## config.mk

```make
export PLATFORM = sky130hd
export DESIGN_NAME = sbl_top
export DESIGN_NICKNAME = d
export VERILOG_FILES = /design/src/rtl/sbl_pkg.sv /design/src/rtl/sbl_route.sv /design/src/rtl/sbl_bl_ctl.sv /design/src/rtl/sbl_top.sv
export SDC_FILE = /design/constraint.sdc
export NUM_CORES = 1
export LEC_CHECK = 0
export ABC_CLOCK_PERIOD_IN_PS = 2200
export CAP_MARGIN = 20
export CORE_ASPECT_RATIO = 0.9
export CORE_MARGIN = 2
export CORE_UTILIZATION = 35
export DETAILED_ROUTE_END_ITERATION = 12
export DONT_BUFFER_PORTS = 1
export PLACE_DENSITY_LB_ADDON = 0.12
export SYNTH_ARGS = -nofsm -noshare
export SYNTH_HDL_FRONTEND = slang
export SYNTH_SLANG_ARGS = --single-unit
```

## constraint.sdc

```tcl
create_clock -name clk_i -period 2.2 [get_ports clk_i]
set_clock_uncertainty 0.15 [all_clocks]
set_input_delay 0.11 -clock clk_i [delete_from_list [all_inputs] [get_ports clk_i]]
set_output_delay 0.11 -clock clk_i [all_outputs]
set_load 0.01 [all_outputs]
```

## src/rtl/sbl_pkg.sv

```systemverilog
package sbl_pkg;
  parameter int unsigned CMD_AW = 3;
  parameter int unsigned CMD_VW = 5;
  parameter int unsigned CMD_W  = CMD_AW + CMD_VW;

  typedef struct packed {
    logic [CMD_AW-1:0] adr;
    logic [CMD_VW-1:0] val;
  } cmd_t;

  localparam logic [CMD_AW-1:0] ADR_RES  = CMD_AW'(0);
  localparam logic [CMD_AW-1:0] ADR_DUTY = CMD_AW'(2);

  // select index by role
  localparam int unsigned SEL_DISP  = 0;
  localparam int unsigned SEL_TOUCH = 1;
  localparam int unsigned SEL_ADC   = 2;
  localparam int unsigned NSEL      = 3;
endpackage

```

## src/rtl/sbl_route.sv

```systemverilog
module sbl_route #(
  parameter int unsigned DW = 16,
  parameter int unsigned NP = 3
) (
  input  logic [NP-1:0]         cs_n_i,
  input  logic                  wr_valid_i,
  input  logic [NP-1:0][DW-1:0] rd_src_i,
  output logic [NP-1:0]         wr_stb_o,
  output logic [DW-1:0]         rd_data_o
);
  logic [NP-1:0] sel;
  assign sel = ~cs_n_i;

  for (genvar k = 0; k < NP; k++) begin : g_stb
    assign wr_stb_o[k] = wr_valid_i & sel[k];
  end

  // lowest index wins
  always_comb begin
    rd_data_o = '0;
    for (int k = NP - 1; k >= 0; k--) begin
      if (sel[k]) rd_data_o = rd_src_i[k];
    end
  end
endmodule

```

## src/rtl/sbl_bl_ctl.sv

```systemverilog
module sbl_bl_ctl
  import sbl_pkg::*;
(
  input  logic            clk_i,
  input  logic            rst_ni,
  input  logic            cmd_wr_i,
  input  cmd_t            cmd_i,
  input  logic            hi_n_i,
  input  logic            pwr_i,
  output logic [CMD_VW:0] level_o,
  output logic            qres_o,
  output logic            pwr_o,
  output logic            change_o
);
  localparam logic [CMD_VW:0] LVL_RST = (CMD_VW+1)'(1) << CMD_VW;

  logic [CMD_VW:0] lvl_q;
  logic            qres_q, pwr_q, chg_q;
  logic            duty_wr, res_wr, hi_nx, pwr_edge, chg_d;

  assign duty_wr  = cmd_wr_i && (cmd_i.adr == ADR_DUTY);
  assign res_wr   = cmd_wr_i && (cmd_i.adr == ADR_RES);
  assign hi_nx    = ~hi_n_i;
  assign pwr_edge = pwr_i != pwr_q;
  assign chg_d    = pwr_edge || (pwr_q && (duty_wr || (hi_nx != lvl_q[CMD_VW])));

  always_ff @(posedge clk_i or negedge rst_ni) begin
    if (!rst_ni) begin
      lvl_q  <= LVL_RST;
      qres_q <= 1'b0;
      pwr_q  <= 1'b0;
      chg_q  <= 1'b0;
    end else begin
      lvl_q[CMD_VW] <= hi_nx;
      if (duty_wr) lvl_q[CMD_VW-1:0] <= cmd_i.val;
      if (res_wr)  qres_q <= |cmd_i.val;
      pwr_q <= pwr_i;
      chg_q <= chg_d;
    end
  end

  assign level_o  = lvl_q;
  assign qres_o   = qres_q;
  assign pwr_o    = pwr_q;
  assign change_o = chg_q;

  p_bit5_inv_r6: assert property (@(posedge clk_i) disable iff (!rst_ni)
    1'b1 |=> level_o[CMD_VW] == !$past(hi_n_i));

  p_rsvd_hold_r7: assert property (@(posedge clk_i) disable iff (!rst_ni)
    cmd_wr_i && cmd_i.adr != ADR_RES && cmd_i.adr != ADR_DUTY
    |=> $stable(level_o[CMD_VW-1:0]) && $stable(qres_o));

  p_chg_gate_r8: assert property (@(posedge clk_i) disable iff (!rst_ni)
    change_o |-> ($past(pwr_o) || pwr_o));

  p_pwr_edge_r9: assert property (@(posedge clk_i) disable iff (!rst_ni)
    (pwr_i != pwr_o) |=> change_o);
endmodule

```

## src/rtl/sbl_top.sv

```systemverilog
module sbl_top
  import sbl_pkg::*;
#(
  parameter int unsigned DW = 16
) (
  input  logic            clk_i,
  input  logic            rst_ni,
  input  logic [NSEL-1:0] cs_n_i,
  input  logic            wr_valid_i,
  input  logic [DW-1:0]   wr_data_i,
  output logic [DW-1:0]   rd_data_o,
  output logic            touch_wr_o,
  output logic            adc_wr_o,
  output logic [DW-1:0]   periph_wr_data_o,
  input  logic [DW-1:0]   touch_rd_data_i,
  input  logic [DW-1:0]   adc_rd_data_i,
  input  logic            bl_hi_n_i,
  input  logic            bl_pwr_i,
  output logic [CMD_VW:0] bl_level_o,
  output logic            bl_on_o,
  output logic            bl_change_o,
  output logic            qres_o
);
  logic [NSEL-1:0]         stb;
  logic [NSEL-1:0][DW-1:0] rd_src;
  logic                    pwr_st;

  // display returns zero on reads
  assign rd_src[SEL_DISP]  = '0;
  assign rd_src[SEL_TOUCH] = touch_rd_data_i;
  assign rd_src[SEL_ADC]   = adc_rd_data_i;

  sbl_route #(.DW(DW), .NP(NSEL)) u_route (
    .cs_n_i    (cs_n_i),
    .wr_valid_i(wr_valid_i),
    .rd_src_i  (rd_src),
    .wr_stb_o  (stb),
    .rd_data_o (rd_data_o)
  );

  assign touch_wr_o       = stb[SEL_TOUCH];
  assign adc_wr_o         = stb[SEL_ADC];
  assign periph_wr_data_o = wr_data_i;

  sbl_bl_ctl u_bl (
    .clk_i   (clk_i),
    .rst_ni  (rst_ni),
    .cmd_wr_i(stb[SEL_DISP]),
    .cmd_i   (cmd_t'(wr_data_i[CMD_W-1:0])),
    .hi_n_i  (bl_hi_n_i),
    .pwr_i   (bl_pwr_i),
    .level_o (bl_level_o),
    .qres_o  (qres_o),
    .pwr_o   (pwr_st),
    .change_o(bl_change_o)
  );

  assign bl_on_o = pwr_st && (bl_level_o != '0);

  p_wr_fan_r2: assert property (@(posedge clk_i) disable iff (!rst_ni)
    wr_valid_i && !cs_n_i[SEL_TOUCH] |-> touch_wr_o);

  p_rd_disp_r3: assert property (@(posedge clk_i) disable iff (!rst_ni)
    !cs_n_i[SEL_DISP] |-> rd_data_o == '0);

  p_on_zero_r10: assert property (@(posedge clk_i) disable iff (!rst_ni)
    bl_level_o == '0 |-> !bl_on_o);
endmodule

```

==> results <==
- The largest single stage delay on the critical path is about 0.58 ns.
- The number of nets in the synthesized netlist is roughly 160.
- The standard cell with the maximum stage delay on the critical path is sky130_fd_sc_hd__dlygate4sd3_1.
- The tightest hold path in the finished design has a slack of 0.009602 ns.
- The core area is 2222 um^2.
- The number of DRC markers after the initial detailed-route iteration is 16.
- The critical path data required time is roughly 2.2 ns.
- The cell accounting for the most synthesized area is sky130_fd_sc_hd__dfrtp_1.
- The via count of the first global-routing pass came to between 600 and 700.
- The power density of the placed cells is 546.4 nW/um^2.
- The leakage power of the design is between 0.3 and 0.4 nW.
- The first global-routing pass estimated ~3000 um of wire.
- In this run the cell area of the synthesized design comes to between 800 and 900 um^2.
- The internal power of the cells totals approximately 0.36 mW.
- The number of gates resized after cts is 0.
- The sum of negative setup slack is 0 ns.
- Row generation in the floorplan step produced 16 rows.
- The number of antenna violations at the first check in global routing came to 0.
- The post-placement setup slack is 0.6615 ns.
- The maximum clock rate is approximately 0.48 GHz.
- Power comes to a little over 0.5 mW.
- The total of endpoints with negative setup slack in the final report is 0.
- The height of the die is around 51 um.
- Counting tap cells, the placed design contains a total of roughly 110 instances.
- The library cell with the highest instance count after synthesis is sky130_fd_sc_hd__nor2b_1.
- The clock network power share is about 24%.
- The synthesized design contains 9 register bits.
- The prevailing post-synth register cell is sky130_fd_sc_hd__dfrtp_1.
- Counting flops with a built-in enable in the synthesized netlist gives 0.
- Once placement finished, the instance area stood at ~740 um^2.
- The routability-driven placement congestion ratio is 0.5954.
- Across the run, the number of max-cap violations was 0.
- The flow ran to the end, and the final reports show no timing, DRC or antenna violations.
- The number of optimization iterations in the first detailed-route pass is 4.
- During synthesis, Yosys emitted a total of 0 warnings.
- The unique cell type count in the Yosys netlist is 21.
- The path class of the tightest hold or removal check is in2reg.
- The net load switching power is roughly 0.15 mW.
- By startpoint and endpoint, the worst setup path is classified as in2reg.
- The tree is rooted in a sky130_fd_sc_hd__clkbuf_4.
- The average via count per standard cell is between 5 and 6.
- The number of clock sinks is 9.
- Setup repair after global routing left no endpoint under its margin.
- The layout has 231 filler cells.
- STA classifies the critical path endpoint as a flip-flop.
- The critical path startpoint category is a primary input.
- The finished layout holds around 130 standard cells, fillers aside.
- For the finished layout, the period the worst path requires is approximately 2.1 ns.
- The area added between synthesis and finish is 10.24%.
- The longest clock path from root to sink contains 2 buffers.
- The switching portion of total power is between 20% and 30%.
- The number of nets in the final layout is 157.
- The number of hold-repair buffers added at the cts stage is 16.
- CTS built an H-tree with a depth of 1.
- For this block, the routed nets add up to around 2000 um of wire.
- The register clock-pin slew on the reported worst setup and hold paths is roughly 0.050 ns.
- The largest fanout of any net on the critical path is 17.
- The die covers 2818 um^2.
- At the pin with the least slew margin, the transition time is about 0.48 ns.
- Global routing used between 10 and 15% of the available tracks across all layers.
- The max-slew violation count is 0.
- In the post-synthesis netlist, the biggest area contributors are sky130_fd_sc_hd__dfrtp_1 (24%), sky130_fd_sc_hd__nor2b_1 (24%), sky130_fd_sc_hd__buf_4 (14%).
- TritonCTS created 3 clock buffers.
- The count of buffers inserted at the top-level ports is 0.
- The post-route netlist has a little over a tenth of its cells at a drive strength greater than 1.
- Once detail routing completed, the nets flagged for antenna violations numbered 0.
- The fraction of power consumed by combinational cells is between 20% and 30%.
- After layout, the worst setup slack is about 0.13 ns.
- 0 antenna diodes ended up in the layout.
- The number of hold-slack violations in the final timing report came to 0.
- The overflow left after global routing is 0.
- The I/O pin total is 99.
- The final cell utilization of the core is between 40% and 50%.
- After synthesis, the largest area contributor takes up 23.74% of total cell area.
- The worst-case vdd ir drop is approximately 0.4 mV.
- STA puts the critical path data arrival time at around 2.1 ns.
- Synthesis produced 99 cells.
- For this run, asynchronously set or reset flops after synthesis account for 100.0%.
- The maximum number of pins on one net before global-route repair is 20.
- Measured against its own limit, the worst slew margin works out to 68.00%.
- The sequential element share of the synthesized area is a little over a quarter.
- The sequential share of power is 46.3%.
- In the final routed layout, each cell accounts on average for 15.35 um.
- From left edge to right edge, the die measures 55.74 um.
- The initial utilization of the core area, before any placement, comes to 37.95%.
- Walking the worst path, the cells encountered are dlygate4sd3_1, nor4b_4, nand2_4, mux2_4, dlygate4sd3_1.
- The summed area of non-filler cells in the final layout is 929.6 um^2.
- TritonCTS built the clock tree.
- The cell that appears most often on the critical path is sky130_fd_sc_hd__dlygate4sd3_1.
- Detailed placement finished with a half-perimeter wire length of ~1500 um.
- The later pin in the worst-skew pair is clocked with a latency of approximately 0.25 ns.
- The residual DRC count is 0.
- After clock tree synthesis, the setup repair step added 0 buffers.
- The final critical path takes up 93.99% of the cycle.
- The average size of a mapped cell is 8.518 um^2.
- The routed via count is 667.
- After synthesis, the most frequently instantiated cells are sky130_fd_sc_hd__nor2b_1 (32), sky130_fd_sc_hd__a21oi_1 (17), sky130_fd_sc_hd__buf_4 (16).
## metal layers
layer | routed length (um) | vias up | track usage [%]
li1 | - | 314 | -
met1 | 700 | 310 | 15.23
met2 | 977 | 41 | 23.02
met3 | 266 | 2 | 6.959
met4 | 6 | 0 | 3.659
met5 | 0 | - | 0
## path summary, 6_finish.rpt
| check | start | to | slack (ns) | cells past startpoint |
|---|---|---|---|---|
| setup / recovery | cs_n_i[0] | u_bl.level_o[0]$_DFFE_PN0P_ | 0.13 | 5 |
| hold reg to reg | u_bl.pwr_o$_DFF_PN0_ | u_bl.change_o$_DFF_PN0_ | 0.40 | 2 |
| hold / removal | wr_data_i[2] | u_bl.qres_o$_DFFE_PN0P_ | 0.01 | 3 |
| min in group asynchronous | rst_ni | u_bl.level_o[2]$_DFFE_PN0P_ | 0.06 | 1 |
| max in group asynchronous | rst_ni | u_bl.level_o[5]$_DFF_PN1_ | 1.52 | 1 |
| setup reg to reg | u_bl.level_o[2]$_DFFE_PN0P_ | u_bl.level_o[2]$_DFFE_PN0P_ | 0.66 | 2 |
## state kept, by name, summed over array words and instances, names as in the netlist
name,count
u_bl.change_o,1
u_bl.level_o,6
u_bl.qres_o,1
u_bl.pwr_o,1
## cell usage in the layout, fill, tap and decap left out
cell                            count
sky130_fd_sc_hd__dfstp_2            1
sky130_fd_sc_hd__nor2_1             2
sky130_fd_sc_hd__o31a_1             1
sky130_fd_sc_hd__a21oi_1           17
sky130_fd_sc_hd__nand2_4            1
sky130_fd_sc_hd__or4_1              2
sky130_fd_sc_hd__clkbuf_1           1
sky130_fd_sc_hd__and2_1             1
sky130_fd_sc_hd__inv_1              3
sky130_fd_sc_hd__dfrtp_1            8
sky130_fd_sc_hd__and3_1             1
sky130_fd_sc_hd__dlygate4sd3_1     16
sky130_fd_sc_hd__xor2_1             1
sky130_fd_sc_hd__clkbuf_4           3
sky130_fd_sc_hd__nor2b_1           32
sky130_fd_sc_hd__mux2_4             5
sky130_fd_sc_hd__nand2_1            1
sky130_fd_sc_hd__a31oi_1            1
sky130_fd_sc_hd__o22ai_1            1
sky130_fd_sc_hd__and2b_1            1
sky130_fd_sc_hd__nor4b_4            1
## worst max-delay path: cells and delay by family
| family | cells | cell delay (ns) |
|---|---|---|
| mux | 1 | 0.31 |
| simple gates | 2 | 0.50 |
| buf+inv | 2 | 1.14 |
## power by group through the flow
stage | logic, mW | registers [mW] | clock network, mW
after global routing | 0.165 | 0.240 | 0.142
after global placement | 0.105 | 0.235 | 0
final | 0.149 | 0.235 | 0.123
after CTS | 0.149 | 0.235 | 0.133
after detailed placement | 0.104 | 0.238 | 0
after floorplan | 0.129 | 0.228 | 0
## cell type report
class,instances,area [um^2],area share (%)
clock buffer,4,26.28,2.826
inverter,3,11.26,1.211
multi-input combinational,68,471.7,50.74
sequential,9,226.5,24.36
tap,27,33.78,3.634
timing repair buffer,16,160.2,17.23
## logic make-up after synthesis
kind of cell | Yosys count | share of synthesized area, %
AOI/OAI and AO/OA | 20 | 12.61
and+or+nand+nor | 42 | 33.38
xor gates and xnor gates | 1 | 1.039
DFF | 9 | 26.85
muxes | 5 | 8.902
buffers and inverters | 22 | 17.21
Power figures use the tool's default switching activity.
